[config.mk]
export PLATFORM = sky130hd
export DESIGN_NAME = cpu_bus_seq
export DESIGN_NICKNAME = d
export VERILOG_FILES = /design/src/rtl/cbs_pkg.sv /design/src/rtl/cbs_fsm.sv /design/src/rtl/cbs_lane.sv /design/src/rtl/cpu_bus_seq.sv
export SDC_FILE = /design/constraint.sdc
export NUM_CORES = 1
export LEC_CHECK = 0
export BUFFER_PORTS_ARGS = -buffer_cell sky130_fd_sc_hd__buf_2
export CORE_UTILIZATION = 40
export DETAILED_ROUTE_END_ITERATION = 12
export GPL_ROUTABILITY_DRIVEN = 0
export PLACE_DENSITY = 0.66
export RECOVER_POWER = 25
export SKIP_CTS_REPAIR_TIMING = 1
export SYNTH_ARGS = -nofsm -noshare
export SYNTH_HDL_FRONTEND = slang
export SYNTH_SLANG_ARGS = --single-unit
[constraint.sdc]
create_clock -name clk -period 4.7 [get_ports clk]
set_input_delay 0.94 -clock clk [delete_from_list [all_inputs] [get_ports clk]]
set_output_delay 0.94 -clock clk [all_outputs]
set_load 0.01 [all_outputs]
[src/rtl/cbs_pkg.sv]
package cbs_pkg;

    typedef enum logic [2:0] {
        ST_READY,
        ST_ADDR,
        ST_WAIT,
        ST_DATA,
        ST_RESP,
        ST_RSTP,
        ST_GAP
    } seq_st_e;

    typedef struct packed {
        logic [22:0] waddr;
        logic        lo_lane;
        logic        byte_sz;
        logic        wr;
        logic [2:0]  fc;
        logic [15:0] wdata;
    } bus_req_t;

    function automatic logic on_bus(seq_st_e s);
        return (s == ST_ADDR) || (s == ST_WAIT) || (s == ST_DATA);
    endfunction

    // {upper, lower} active-high lane selects
    function automatic logic [1:0] lane_sel(logic byte_sz, logic lo);
        if (!byte_sz) return 2'b11;
        return lo ? 2'b01 : 2'b10;
    endfunction

endpackage

[src/rtl/cbs_fsm.sv]
module cbs_fsm
    import cbs_pkg::*;
#(
    parameter int ADDR_HC = 5,
    parameter int WAIT_HC = 2,
    parameter int DATA_HC = 3,
    parameter int IDLE_HC = 4,
    parameter int RST_HC  = 8
) (
    input  logic    clk,
    input  logic    rst,
    input  logic    start,
    input  logic    start_rst,
    input  logic    dtack_n,
    input  logic    berr_n,
    output seq_st_e st,
    output seq_st_e nxt,
    output logic    sample,
    output logic    abort
);
    localparam int M1 = (ADDR_HC > WAIT_HC) ? ADDR_HC : WAIT_HC;
    localparam int M2 = (DATA_HC > IDLE_HC) ? DATA_HC : IDLE_HC;
    localparam int M3 = (M1 > M2) ? M1 : M2;
    localparam int MAXHC = (M3 > RST_HC) ? M3 : RST_HC;
    localparam int CW = $clog2(MAXHC + 1);

    logic [CW-1:0] cnt, cnt_nxt;

    assign sample = (st == ST_DATA) && (cnt == CW'(DATA_HC - 1));
    assign abort  = (st == ST_WAIT) && !berr_n;

    always_comb begin
        nxt     = st;
        cnt_nxt = cnt + 1'b1;
        case (st)
            ST_READY: begin
                cnt_nxt = '0;
                if (start) nxt = start_rst ? ST_RSTP : ST_ADDR;
            end
            ST_ADDR: if (cnt == CW'(ADDR_HC - 1)) begin
                cnt_nxt = '0;
                nxt = dtack_n ? ST_WAIT : ST_DATA;
            end
            ST_WAIT: begin
                if (!berr_n) begin
                    cnt_nxt = '0;
                    nxt = ST_RESP;
                end else if (cnt == CW'(WAIT_HC - 1)) begin
                    cnt_nxt = '0;
                    nxt = dtack_n ? ST_WAIT : ST_DATA;
                end
            end
            ST_DATA: if (cnt == CW'(DATA_HC - 1)) begin
                cnt_nxt = '0;
                nxt = ST_RESP;
            end
            ST_RESP: begin
                cnt_nxt = '0;
                nxt = ST_GAP;
            end
            ST_RSTP: if (cnt == CW'(RST_HC - 1)) begin
                cnt_nxt = '0;
                nxt = ST_RESP;
            end
            ST_GAP: if (cnt == CW'(IDLE_HC - 1)) begin
                cnt_nxt = '0;
                nxt = ST_READY;
            end
            default: begin
                cnt_nxt = '0;
                nxt = ST_READY;
            end
        endcase
    end

    always_ff @(posedge clk) begin
        if (rst) begin
            st  <= ST_READY;
            cnt <= '0;
        end else begin
            st  <= nxt;
            cnt <= cnt_nxt;
        end
    end

    // a bus error seen in a wait phase goes straight to the response
    a_r9_berr_ends: assert property (@(posedge clk) disable iff (rst)
        (st == ST_WAIT && !berr_n) |=> (st == ST_RESP));

    // a wait phase never opens the data phase while the slave is silent
    a_r2_no_data_without_dtack: assert property (@(posedge clk) disable iff (rst)
        ((st == ST_ADDR || st == ST_WAIT) && dtack_n) |=> (st != ST_DATA));

endmodule

[src/rtl/cbs_lane.sv]
module cbs_lane
    import cbs_pkg::*;
(
    input  logic        byte_sz,
    input  logic        lo,
    input  logic [15:0] old_dout,
    input  logic [15:0] wdata,
    input  logic [15:0] din,
    output logic [1:0]  sel,
    output logic [15:0] merged,
    output logic [15:0] rd_lane
);
    assign sel = lane_sel(byte_sz, lo);

    always_comb begin
        if (!byte_sz) begin
            merged  = wdata;
            rd_lane = din;
        end else if (lo) begin
            merged  = {old_dout[15:8], wdata[7:0]};
            rd_lane = {8'h00, din[7:0]};
        end else begin
            merged  = {wdata[7:0], old_dout[7:0]};
            rd_lane = {8'h00, din[15:8]};
        end
    end
endmodule

[src/rtl/cpu_bus_seq.sv]
module cpu_bus_seq
    import cbs_pkg::*;
#(
    parameter int ADDR_HC = 5,
    parameter int WAIT_HC = 2,
    parameter int DATA_HC = 3,
    parameter int IDLE_HC = 4,
    parameter int RST_HC  = 8
) (
    input  logic        clk,
    input  logic        rst,
    input  logic        req_valid,
    input  logic [1:0]  req_op,
    input  logic        req_byte,
    input  logic [31:0] req_addr,
    input  logic [15:0] req_wdata,
    input  logic [2:0]  req_fc,
    output logic        rsp_ack,
    output logic        rsp_err,
    output logic [15:0] rsp_rdata,
    output logic [22:0] bus_addr,
    output logic        bus_as_n,
    output logic        bus_uds_n,
    output logic        bus_lds_n,
    output logic        bus_rw,
    output logic [2:0]  bus_fc,
    output logic [15:0] bus_dout,
    output logic        bus_doe,
    input  logic [15:0] bus_din,
    input  logic        bus_dtack_n,
    input  logic        bus_berr_n,
    output logic        bus_rst_n
);
    seq_st_e    st, nxt;
    logic       sample, abort;
    bus_req_t   rq;
    logic       fresh;
    logic       accept, cyc_wr;
    logic [1:0] sel;
    logic [15:0] merged, rd_lane;
    logic       unused_hi;

    assign unused_hi = ^{req_addr[31:24], req_op[0] & req_op[1]};
    assign accept    = (st == ST_READY) && req_valid;
    assign cyc_wr    = accept ? (req_op == 2'd1) : rq.wr;

    cbs_fsm #(
        .ADDR_HC(ADDR_HC), .WAIT_HC(WAIT_HC), .DATA_HC(DATA_HC),
        .IDLE_HC(IDLE_HC), .RST_HC(RST_HC)
    ) u_fsm (
        .clk      (clk),
        .rst      (rst),
        .start    (req_valid),
        .start_rst(req_op[1]),
        .dtack_n  (bus_dtack_n),
        .berr_n   (bus_berr_n),
        .st       (st),
        .nxt      (nxt),
        .sample   (sample),
        .abort    (abort)
    );

    cbs_lane u_lane (
        .byte_sz (rq.byte_sz),
        .lo      (rq.lo_lane),
        .old_dout(bus_dout),
        .wdata   (rq.wdata),
        .din     (bus_din),
        .sel     (sel),
        .merged  (merged),
        .rd_lane (rd_lane)
    );

    assign bus_addr = rq.waddr;
    assign bus_fc   = rq.fc;

    always_ff @(posedge clk) begin
        if (rst) begin
            rq        <= '0;
            fresh     <= 1'b0;
            bus_dout  <= '0;
            rsp_rdata <= '0;
            rsp_err   <= 1'b0;
            rsp_ack   <= 1'b0;
            bus_as_n  <= 1'b1;
            bus_uds_n <= 1'b1;
            bus_lds_n <= 1'b1;
            bus_rw    <= 1'b1;
            bus_doe   <= 1'b0;
            bus_rst_n <= 1'b1;
        end else begin
            fresh <= accept && (req_op == 2'd1);
            if (accept) begin
                rq.waddr   <= req_addr[23:1];
                rq.lo_lane <= req_addr[0];
                rq.byte_sz <= req_byte;
                rq.wr      <= (req_op == 2'd1);
                rq.fc      <= req_fc;
                rq.wdata   <= req_wdata;
                rsp_err    <= 1'b0;
                rsp_rdata  <= '0;
            end
            if (fresh) bus_dout <= merged;
            if (sample && !rq.wr) rsp_rdata <= rd_lane;
            if (abort) rsp_err <= 1'b1;
            rsp_ack   <= (nxt == ST_RESP);
            bus_as_n  <= !on_bus(nxt);
            bus_uds_n <= !((nxt == ST_DATA) && sel[1]);
            bus_lds_n <= !((nxt == ST_DATA) && sel[0]);
            bus_rw    <= !(on_bus(nxt) && cyc_wr);
            bus_doe   <= on_bus(nxt) && cyc_wr;
            bus_rst_n <= !(nxt == ST_RSTP);
        end
    end

    // data strobes only under the address strobe
    a_r3_ds_under_as: assert property (@(posedge clk) disable iff (rst)
        (!bus_uds_n || !bus_lds_n) |-> !bus_as_n);

    // the first half-cycle of an address strobe carries no data strobe
    a_r1_as_leads_ds: assert property (@(posedge clk) disable iff (rst)
        $fell(bus_as_n) |-> (bus_uds_n && bus_lds_n));

    // a byte cycle never drives both strobes
    a_r4_byte_one_lane: assert property (@(posedge clk) disable iff (rst)
        (rq.byte_sz && !bus_as_n) |-> (bus_uds_n || bus_lds_n));

    // address and function code steady while strobed
    a_r7_steady: assert property (@(posedge clk) disable iff (rst)
        (!bus_as_n && $past(!bus_as_n)) |-> ($stable(bus_fc) && $stable(bus_addr)));

    // reset pulse and address strobe never overlap
    a_r8_rst_no_as: assert property (@(posedge clk) disable iff (rst)
        !bus_rst_n |-> bus_as_n);

    // acknowledge is a single-cycle pulse
    a_r3_ack_pulse: assert property (@(posedge clk) disable iff (rst)
        rsp_ack |=> !rsp_ack);

endmodule

* Yosys cells after proc, flatten, opt, wreduce, memory -nomap -nowiden
Cells that the tools add are included.
Word-level totals: register bits 93, input port bits 75, output and inout bits 66
Operators by class: add/subtract/negate cells 1, equal/unequal tests 19, muxes and demuxes 28, reduce and logical (&&, ||, !) cells 22
Operator list (count):
- 16-bit two-way mux | 5
- 3-bit two-way mux | 8
- 4-bit two-way mux | 6
- 3-bit case mux with 7 select lines | 1
- 4-bit case mux with 5 select lines | 1
- 3-bit equality test, second input constant | 5
- 3-bit by 2-bit equality test with 1-bit output, second input constant | 4
- 4-bit by 2-bit equality test with 1-bit output, second input constant | 2
- 4-bit by 3-bit equality test with 1-bit output, second input constant | 2
- 1-bit logical AND | 8
- 8-bit two-way mux | 1
- 1-bit zero test | 7
- 3-bit by 1-bit equality test with 1-bit output, second input constant | 2
- 4-bit by 1-bit adder with 4-bit output, second input constant | 1
- 4-bit by 1-bit equality test with 1-bit output, second input constant | 1
- 1-bit two-way mux | 4
- 2-bit two-way mux | 2
- 2-bit AND reduction | 2
- 2-bit nonzero test | 2
- 3-bit zero test | 1
- 2-bit by 1-bit equality test with 1-bit output, second input constant | 1
- 1-bit logical OR | 2
- 2-bit by 1-bit inequality test with 1-bit output, second input constant | 1
- 2-bit inequality test, second input constant | 1

* Longest topological paths before layout
Gate-level depths: netlist of run 1.
depth after elaboration 9, mapped depth 7

* By module
From an unflattened synthesis of run 1, not the netlist that was laid out.
Unflattened totals: cells, all modules 493, area, all modules 4297.9 um2
Modules (own cells, without submodules):
- cpu_bus_seq | times used 1, cells each 370, area an instance 3165.5 um2, seq. area each 1721.7 um2
- cbs_fsm | times used 1, cells each 68, area an instance 650.6 um2, seq. area each 140.1 um2
- cbs_lane | times used 1, cells each 55, area an instance 481.7 um2, seq. area each 0.0 um2

* Worst setup path before layout of run 1
OpenSTA, ideal clock, no wires.
kind input-to-reg, from input port req_valid, to register rq, in the netlist bus_addr[19], setup time 0.132 ns, arrival time 1.958 ns, data required time 4.568 ns, setup slack 2.610 ns, stages 6, buffers on the path 3, path through or4b_1 buf_2 buf_2 buf_2 nand2_1 a21oi_1
On the way: word-level cells in the longest chain between the ends 1
RTL lines:
- from (decl) | RTL line cpu_bus_seq.sv:12 | input logic req_valid,
- 1-bit logical AND | RTL line cpu_bus_seq.sv:44 | assign accept = (st == ST_READY) && req_valid;
- to (decl) | RTL line cpu_bus_seq.sv:36 | bus_req_t rq;
No other way between the ends. A chain may end at the register's enable or synchronous reset.

* Worst setup path after layout of run 1
from register u_fsm.st[0], to register bus_rw
On the way: word-level cells in the longest chain between the ends 8
RTL lines:
- from (decl) | RTL line cbs_fsm.sv:16 | output seq_st_e st,
- from (signal assigned) | RTL line cbs_fsm.sv:81 | st <= nxt;
- 3-bit two-way mux | RTL line cbs_fsm.sv:48 | end else if (cnt == CW'(WAIT_HC - 1)) begin
- 3-bit two-way mux | RTL line cbs_fsm.sv:45 | if (!berr_n) begin
- 3-bit case mux with 7 select lines | RTL line cbs_fsm.sv:35 | case (st)
- 3-bit by 1-bit equality test with 1-bit output / 3-bit by 2-bit equality test with 1-bit output (equally long branches) | RTL line cbs_pkg.sv:23 | return (s == ST_ADDR) || (s == ST_WAIT) || (s == ST_DATA);
- 1-bit logical OR (2 in a row) | RTL line cbs_pkg.sv:23
- 1-bit logical AND (*) | RTL line cpu_bus_seq.sv:110 | bus_rw <= !(on_bus(nxt) && cyc_wr);
- 1-bit zero test (*) | RTL line cpu_bus_seq.sv:110
- to (signal assigned) | RTL line cpu_bus_seq.sv:110
- to (decl) | RTL line cpu_bus_seq.sv:25 | output logic bus_rw,
Every way passes the cells marked *; elsewhere a longest branch is shown, timed or not.

==> results.py, run 1 <==
metrics = {
    "outcome": {
        "status": "finished, final reports clean",
    },
    "global_routing": {
        "grt_first_pass_wirelength_um": 15100,
        "grt_max_degree": 63,
        "antenna_found_initial": 0,
        "grt_overflow_total": 0,
        "grt.total_usage": 0.180,
        "grt_pass1_vias": 3205,
    },
    "drt": {
        "drt-wirelength-per-cell_um": 13.1,
        "drtIter0Drc": 97,
        "vias_per_cell": 4.89,
        "wl_um": 9370,
        "vias": 3493,
        "first_pass_iters": 4,
        "drc": 0,
        "ant_nets": 0,
    },
    "timing": {
        "final_max_slew_viol_count": 0,
        "setup_violations": 0,
        "hold_viol": 0,
        "slew_headroom": 0.353,
        "tightest_slew_ns": 0.971,
        "period_needed_ns": 2.73,
        "fmax_mhz": 366,
        "post-route-period-util": 0.582,
        "finalClockSkew_ns": 0.0158,
        "finalSetupTns_ns": 0,
        "rsz0062_at_grt": "no",
    },
    "hold_path": {
        "hp-class": "register to register",
    },
    "synthesis": {
        "yosysTopAreaCell": "dfxtp_1",
        "syn_avg_cell_area_um2": 8.28,
        "synthCells": 492,
        "syn_area_um2": 4080,
        "yosysTopAreaCellShare": 0.457,
        "ys_seq_area_frac": 0.457,
        "synth_edf_count": 0,
        "synth_area_leaders": "dfxtp_1, nand2_1, a21oi_1",
        "yosys_register_bits": 93,
        "synth_ff_type": "dfxtp_1",
        "async_reset_ff_frac": 0,
        "synth_fp_nets": 571,
        "synth_cell_types": 49,
        "ys_warn_count": 0,
    },
    "die": {
        "ios": 141,
        "core_um2": 9820,
        "die_area_um2": 10600,
        "fp.dieH_um": 103,
        "rows": 36,
        "chipWidth_um": 103,
        "start_util": 0.415,
    },
    "cts": {
        "cts-htree-levels": 3,
        "worstSkewPairLatency_ns": 0.36,
        "cts.path.max_buffers": 2,
        "root_buffer": "clkbuf_8",
        "clk_pin_slew_ns": 0.09,
        "cts_tree": "done",
        "cts_buffers": 9,
        "cts_sinks": 93,
    },
    "placement": {
        "io_buffers": 132,
        "hpwl_um": 6500,
        "place_area_um2": 4550,
    },
    "final_layout": {
        "mostFrequentLayoutCells": "nand2_1, buf_2, dfxtp_1, a21oi_1, clkbuf_1",
        "antennaDiodeCount": 0,
        "final_nets": 656,
        "syn2layout_area_growth_pct": 15.9,
        "final_common_cell": "nand2_1",
        "final_layout_size_suffix_gt1_frac": 0.232,
        "design_area_um2": 4720,
        "final_util": 0.481,
    },
    "setup_path": {
        "path_max_fanout": 32,
        "crit_arrival_ns": 2.95,
        "end_kind": "register",
        "crit_required_ns": 4.92,
        "crit_type": "register to register",
        "startpoint_type": "register",
    },
    "job": {
        "drv_cap": 0,
    },
    "pwr": {
        "power.density_nw_per_um2": 392,
        "leakagePower_nw": 1.91,
        "finalPower_mw": 1.85,
        "vdd_drop_max_mv": 0.191,
    },
}
-- sequential cells by signal (all words and copies together) (netlist names), 3 cells and up --
name       cells
rq            19
bus_dout      16
bus_fc         3
u_fsm.cnt      4
bus_addr      23
u_fsm.st       3
rsp_rdata     16
-- synth_stat cells, types with 3 or more instances --
master	n
a21oi_1	64
nor2_1	30
nand3_1	17
mux2i_1	8
o22ai_1	5
xnor2_1	4
buf_4	29
or3_1	3
dfxtp_1	93
and2_1	3
ha_1	4
nand2_1	118
buf_2	13
nand3b_1	12
a211oi_1	8
mux2_2	6
nor3_1	5
inv_1	7
o21ai_0	11
clkbuf_1	15
-- layer usage --
metal,vias to the layer above,part of all wire,global-route usage
met3,7,0.060,0.0393
met1,1594,0.46,0.239
li1,1792,-,-
met4,0,0.0099,0.0553
met2,100,0.47,0.292
met5,-,0,0
-- area by class of cell --
class,count,area [µm²]
repair buffers,135,636
clock buffers,9,124
well taps,133,166
inverters,7,26.3
flip-flops and latches,93,1860
fillers,1042,5100
clock inverters,7,92.6
multi-input cells,331,1820
-- worst max-delay path, cell delays in order (launching register included) --
cell and delay [ns]:
dfxtp_1 0.70, or4b_2 0.67, buf_4 0.45, o211ai_2 0.14, nor4_2 0.43, o211ai_1 0.17
-- path summary, 6_finish.rpt --
kind,startpoint,to,slack (ns),cells after the start
min reg2reg,rq[15],rq[15],0.46,2
max,u_fsm.st[0],bus_rw,1.97,5
max reg2reg,u_fsm.st[0],bus_rw,1.97,5
min,rq[15],rq[15],0.46,2
-- power by group --
part	switching [mW]	internal (mW)	total [mW]
logic	0.221	0.139	0.360
clock network	0.315	0.260	0.574
registers	0.0644	0.854	0.919
-- cells by family (layout without fill, tap and decap cells) --
logic type / count (synthesis) / in the layout / share of synthesized area
adders and majority gates: 4 / 4 / 0.0123
buffers and inverters: 68 / 158 / 0.0973
AOI/OAI and AO/OA: 97 / 97 / 0.134
xor gates and xnor gates: 4 / 4 / 0.00860
DFF: 93 / 93 / 0.457
muxes: 16 / 16 / 0.0436
and+or+nand+nor: 210 / 210 / 0.247
-- through the flow --
stage / setup slack [ns] / hold slack (ns) / instances
global placement: 1.67 / 0.440 / 699
CTS: 1.97 / 0.458 / 715
finish: 1.97 / 0.458 / 715
detailed placement: 1.62 / 0.444 / 699
floorplan: 2.61 / 0.433 / 492
global route: 1.62 / 0.478 / 715
Note: power is estimated with default switching activity, not from simulation.
==> run 2: changes to the inputs <==
==> constraint.sdc (replaced) <==
create_clock -name clk -period 2.7 [get_ports clk]
set_input_delay 0.54 -clock clk [delete_from_list [all_inputs] [get_ports clk]]
set_output_delay 0.54 -clock clk [all_outputs]
set_load 0.01 [all_outputs]
==> results.py, run 2 (synthesized netlist as in run 1, its figures left out) <==
metrics = {
    "setup_path": {
        "crit_arrival_ns": 2.52,
        "startpoint_type": "register",
        "slowest_stage": "nor3_4",
        "crit_required_ns": 3.00,
        "r2r-start": "u_fsm.cnt[0]",
        "r2r_end": "rsp_rdata[2]",
        "timing.critical_path.cells": "inv_1, ha_1, or3b_4, nor3_4, mux2_2, nor2_1",
        "critical-path-max-stage-delay_ns": 0.64,
        "path_max_fanout": 16,
        "end_kind": "register",
        "r2r_setup_slack_ns": 0.48,
        "reg2reg_depth": 6,
        "crit_type": "register to register",
    },
    "global_routing": {
        "grt.total_usage": 0.187,
        "use_met3": 0.0563,
        "grt_first_pass_wirelength_um": 15300,
        "grt_overflow_total": 0,
        "grt_pass1_vias": 3249,
        "grtUsageMet1": 0.233,
        "top_usage_layer": "met2",
        "use_met2": 0.303,
        "grt_max_degree": 53,
        "antenna_found_initial": 0,
    },
    "placement": {
        "dp_slack_ns": 0.509,
        "hpwl_um": 6640,
        "place_area_um2": 4580,
        "io_buffers": 132,
    },
    "pwr": {
        "vdd_drop_max_mv": 0.329,
        "power.density_nw_per_um2": 694,
        "leakagePower_nw": 1.94,
    },
    "outcome": {
        "status": "finished, final reports clean",
    },
    "cts": {
        "clk_pin_slew_ns": 0.09,
        "cts_tree": "done",
        "worstSkewPairLatency_ns": 0.37,
        "root_buffer": "clkbuf_8",
        "cts_buffers": 9,
        "cts.path.max_buffers": 2,
        "cts-htree-levels": 3,
        "cts_sinks": 93,
    },
    "timing": {
        "hold_viol": 0,
        "fmax_mhz": 450,
        "rsz0062_at_grt": "no",
        "final_max_slew_viol_count": 0,
        "setup_violations": 0,
        "finalClockSkew_ns": 0.00700,
        "finalSetupTns_ns": 0,
        "fin_ws_ns": 0.478,
        "tightest_slew_ns": 0.753,
        "post-route-period-util": 0.823,
        "whs_ns": 0.398,
        "slew_headroom": 0.497,
        "period_needed_ns": 2.22,
    },
    "die": {
        "start_util": 0.415,
        "rows": 36,
        "core_um2": 9820,
        "chipWidth_um": 103,
        "die_area_um2": 10600,
        "fp.dieH_um": 103,
        "ios": 141,
    },
    "final_layout": {
        "antennaDiodeCount": 0,
        "final_layout_size_suffix_gt1_frac": 0.235,
        "final_nets": 660,
        "design_area_um2": 4770,
        "final_common_cell": "nand2_1",
        "largest_register_ffs": 23,
        "mostFrequentLayoutCells": "nand2_1, buf_2, dfxtp_1, a21oi_1, clkbuf_1",
        "syn2layout_area_growth_pct": 17.0,
    },
    "drt": {
        "drc": 0,
        "vias_per_cell": 4.84,
        "drt-wirelength-per-cell_um": 13.2,
        "drtIter0Drc": 80,
        "first_pass_iters": 5,
        "wl_um": 9520,
        "vias": 3483,
        "ant_nets": 0,
    },
    "hold_path": {
        "min_from": "req_fc[1]",
        "worstHoldEndpoint": "bus_fc[1]",
        "min_path_cells": 3,
        "hp-class": "input pin to register",
    },
    "job": {
        "drv_cap": 0,
    },
}
-- run 2: layer usage --
metal | vias to the layer above | part of all wire
met3 | 12 | 0.066
met5 | - | 0
met2 | 96 | 0.47
met1 | 1579 | 0.44
met4 | 0 | 0.015
li1 | 1796 | -
-- run 2: metrics by stage --
step                      std cells  power (mW)   util
after floorplan                 492        2.13      -
after global placement          703        2.27  0.467
after detailed placement        703        2.29  0.467
after CTS                       719        3.36  0.491
after global routing            719        3.51  0.486
final                           719        3.31  0.486
-- run 2: where the power goes --
part	switching, mW	total, mW	leakage [nW]	internal [mW]
combinational	0.399	0.651	1.07	0.252
clock	0.494	1.07	0.118	0.580
sequential	0.100	1.59	0.757	1.49
-- run 2: final cells by class --
cell class	instances	area (µm²)
fillers	1055	5050
flip-flops and latches	93	1860
multi-input cells	331	1820
repair buffers	139	666
well taps	133	166
clock buffers	12	155
clock inverters	4	77.6
inverters	7	26.3
-- run 2: critical path: cells and delay by family, from the launching register on --
family	cells	cell delay, ns
multiplexers	1	0.41
flip-flops	1	0.35
adder cells (fa/ha/maj)	1	0.17
buffers and inverters	1	0.09
AND/OR/NAND/NOR	3	1.13
-- run 2: worst max path at each step --
stage	start	slack, ns	end	depth (start not counted)
floorplan	u_fsm.cnt[0]	0.84	rsp_rdata[6]	7
global placement	u_fsm.cnt[0]	0.57	rsp_rdata[1]	6
detailed placement	u_fsm.cnt[0]	0.51	rsp_rdata[3]	6
CTS	u_fsm.cnt[0]	0.49	rsp_rdata[2]	6
global route	u_fsm.cnt[0]	0.30	rsp_rdata[2]	6
finish	u_fsm.cnt[0]	0.48	rsp_rdata[2]	6
==> run 3: changes to the inputs <==
--- a/config.mk
+++ b/config.mk
@@ -9,7 +9,7 @@
 export CORE_UTILIZATION = 40
 export DETAILED_ROUTE_END_ITERATION = 12
 export GPL_ROUTABILITY_DRIVEN = 0
-export PLACE_DENSITY = 0.66
+export PLACE_DENSITY = 0.69
 export RECOVER_POWER = 25
 export SKIP_CTS_REPAIR_TIMING = 1
 export SYNTH_ARGS = -nofsm -noshare
==> constraint.sdc (replaced) <==
create_clock -name clk -period 1.9 [get_ports clk]
set_input_delay 0.38 -clock clk [delete_from_list [all_inputs] [get_ports clk]]
set_output_delay 0.38 -clock clk [all_outputs]
set_load 0.01 [all_outputs]
==> results.py, run 3 (synthesized netlist as in run 1, its figures left out) <==
metrics = {
    "final_layout": {
        "mostFrequentLayoutCells": "nand2_1, buf_2, dfxtp_1, a21oi_1, clkbuf_1",
        "syn2layout_area_growth_pct": 20.9,
        "final_cells": 731,
        "num-fill-cells": 1013,
        "design_area_um2": 4930,
        "antennaDiodeCount": 0,
        "final_nets": 672,
        "final_layout_size_suffix_gt1_frac": 0.268,
        "register_area_um2": 1860,
        "final_common_cell": "nand2_1",
        "multi_input_area_um2": 1850,
        "largest_register_ffs": 23,
    },
    "placement": {
        "placedCellCount": 713,
        "io_buffers": 132,
        "hpwl_um": 6750,
        "place_area_um2": 4700,
    },
    "timing": {
        "post-route-period-util": 0.959,
        "final_max_slew_viol_count": 0,
        "tightest_slew_ns": 0.633,
        "setup_violations": 0,
        "hold_viol": 0,
        "period_needed_ns": 1.82,
        "finalClockSkew_ns": 0.0110,
        "fmax_mhz": 549,
        "slew_headroom": 0.578,
    },
    "cts": {
        "cts_tree": "done",
        "root_buffer": "clkbuf_8",
        "cts.path.max_buffers": 2,
        "cts_sinks": 93,
        "cts_buffers": 9,
        "clk_pin_slew_ns": 0.10,
        "worstSkewPairLatency_ns": 0.37,
        "cts-htree-levels": 3,
    },
    "global_routing": {
        "antenna_found_initial": 0,
        "grt_first_pass_wirelength_um": 15200,
        "grt_max_degree": 63,
        "grt_overflow_total": 0,
        "grt_pass1_vias": 3275,
        "grt.total_usage": 0.184,
    },
    "setup_path": {
        "reg2reg_depth": 6,
        "crit_required_ns": 2.16,
        "critical_path.startpoint": "u_fsm.cnt[0]",
        "end_kind": "register",
        "startpoint_type": "register",
        "crit_type": "register to register",
        "path_max_fanout": 8,
        "r2r-start": "u_fsm.cnt[0]",
        "crit_arrival_ns": 2.08,
    },
    "hold_path": {
        "min_from": "req_addr[7]",
        "hp-class": "input pin to register",
        "min_path_cells": 3,
    },
    "drt": {
        "vias": 3632,
        "drtIter0Drc": 122,
        "first_pass_iters": 4,
        "vias_per_cell": 4.97,
        "wl_um": 9710,
        "drc": 0,
        "ant_nets": 0,
        "drt-wirelength-per-cell_um": 13.3,
    },
    "outcome": {
        "status": "finished, final reports clean",
    },
    "die": {
        "core_um2": 9820,
        "ios": 141,
        "start_util": 0.415,
        "rows": 36,
        "chipWidth_um": 103,
        "fp.dieH_um": 103,
        "die_area_um2": 10600,
    },
    "job": {
        "drv_cap": 0,
    },
    "pwr": {
        "finalPower_mw": 4.68,
        "vdd_drop_max_mv": 0.397,
        "power.density_nw_per_um2": 949,
        "leakagePower_nw": 2.01,
    },
}
run 3: cell types whose count changed in the layout (fill, tap and decap cells not counted), moves of 2 or more:
| cell | delta |
|---|---|
| clkinvlp_4 | +2 |
| buf_4 | +8 |
| nor3b_2 | +2 |
| buf_12 | +3 |
| clkbuf_8 | -2 |
| dfxtp_2 | +2 |
| nor3b_1 | -2 |
| dfxtp_1 | -2 |
run 3: worst paths after layout:
| check | slack [ns] | end |
|---|---|---|
| worst max-delay path | 0.08 | bus_doe |
| worst min register to register | 0.46 | bus_addr[9] |
| worst min-delay path | 0.23 | bus_addr[6] |
| worst max register to register | 0.08 | bus_doe |
run 3: final cells by class:
class                   instances  area share
well taps                     133      0.0338
flip-flops and latches         93       0.378
clock buffers                   9      0.0251
multi-input cells             331       0.375
clock inverters                 7      0.0183
repair buffers                151       0.165
inverters                       7     0.00533
run 3: critical path, cell delays in order, from the launching register on:
cell	delay, ns
dfxtp_1	0.33
buf_4	0.14
ha_1	0.20
or3b_2	0.20
o22ai_1	0.08
a2111o_2	0.50
o211a_1	0.25
run 3: per-layer routing:
metal	vias to the layer above	wire [µm]	global-route usage
met4	0	129	0.0758
li1	1828	-	-
met3	13	650	0.0414
met2	117	4640	0.297
met5	-	0	0
met1	1674	4290	0.239
run 3: per-stage QoR:
step | setup TNS [ns] | hold WS (ns) | setup slack [ns] | utilization
after global routing | -0.00837 | 0.218 | -0.00460 | 0.502
after detailed placement | 0 | 0.447 | 0.0542 | 0.478
after global placement | 0 | 0.439 | 0.0921 | 0.478
final | 0 | 0.231 | 0.0770 | 0.502
after CTS | 0 | 0.218 | 0.0335 | 0.500
after floorplan | 0 | 0.433 | 0.0439 | -
run 3: power by group:
group	switching, mW	internal [mW]
combinational	0.626	0.413
clock	0.786	0.638
sequential	0.0988	2.11
total	1.51	3.16
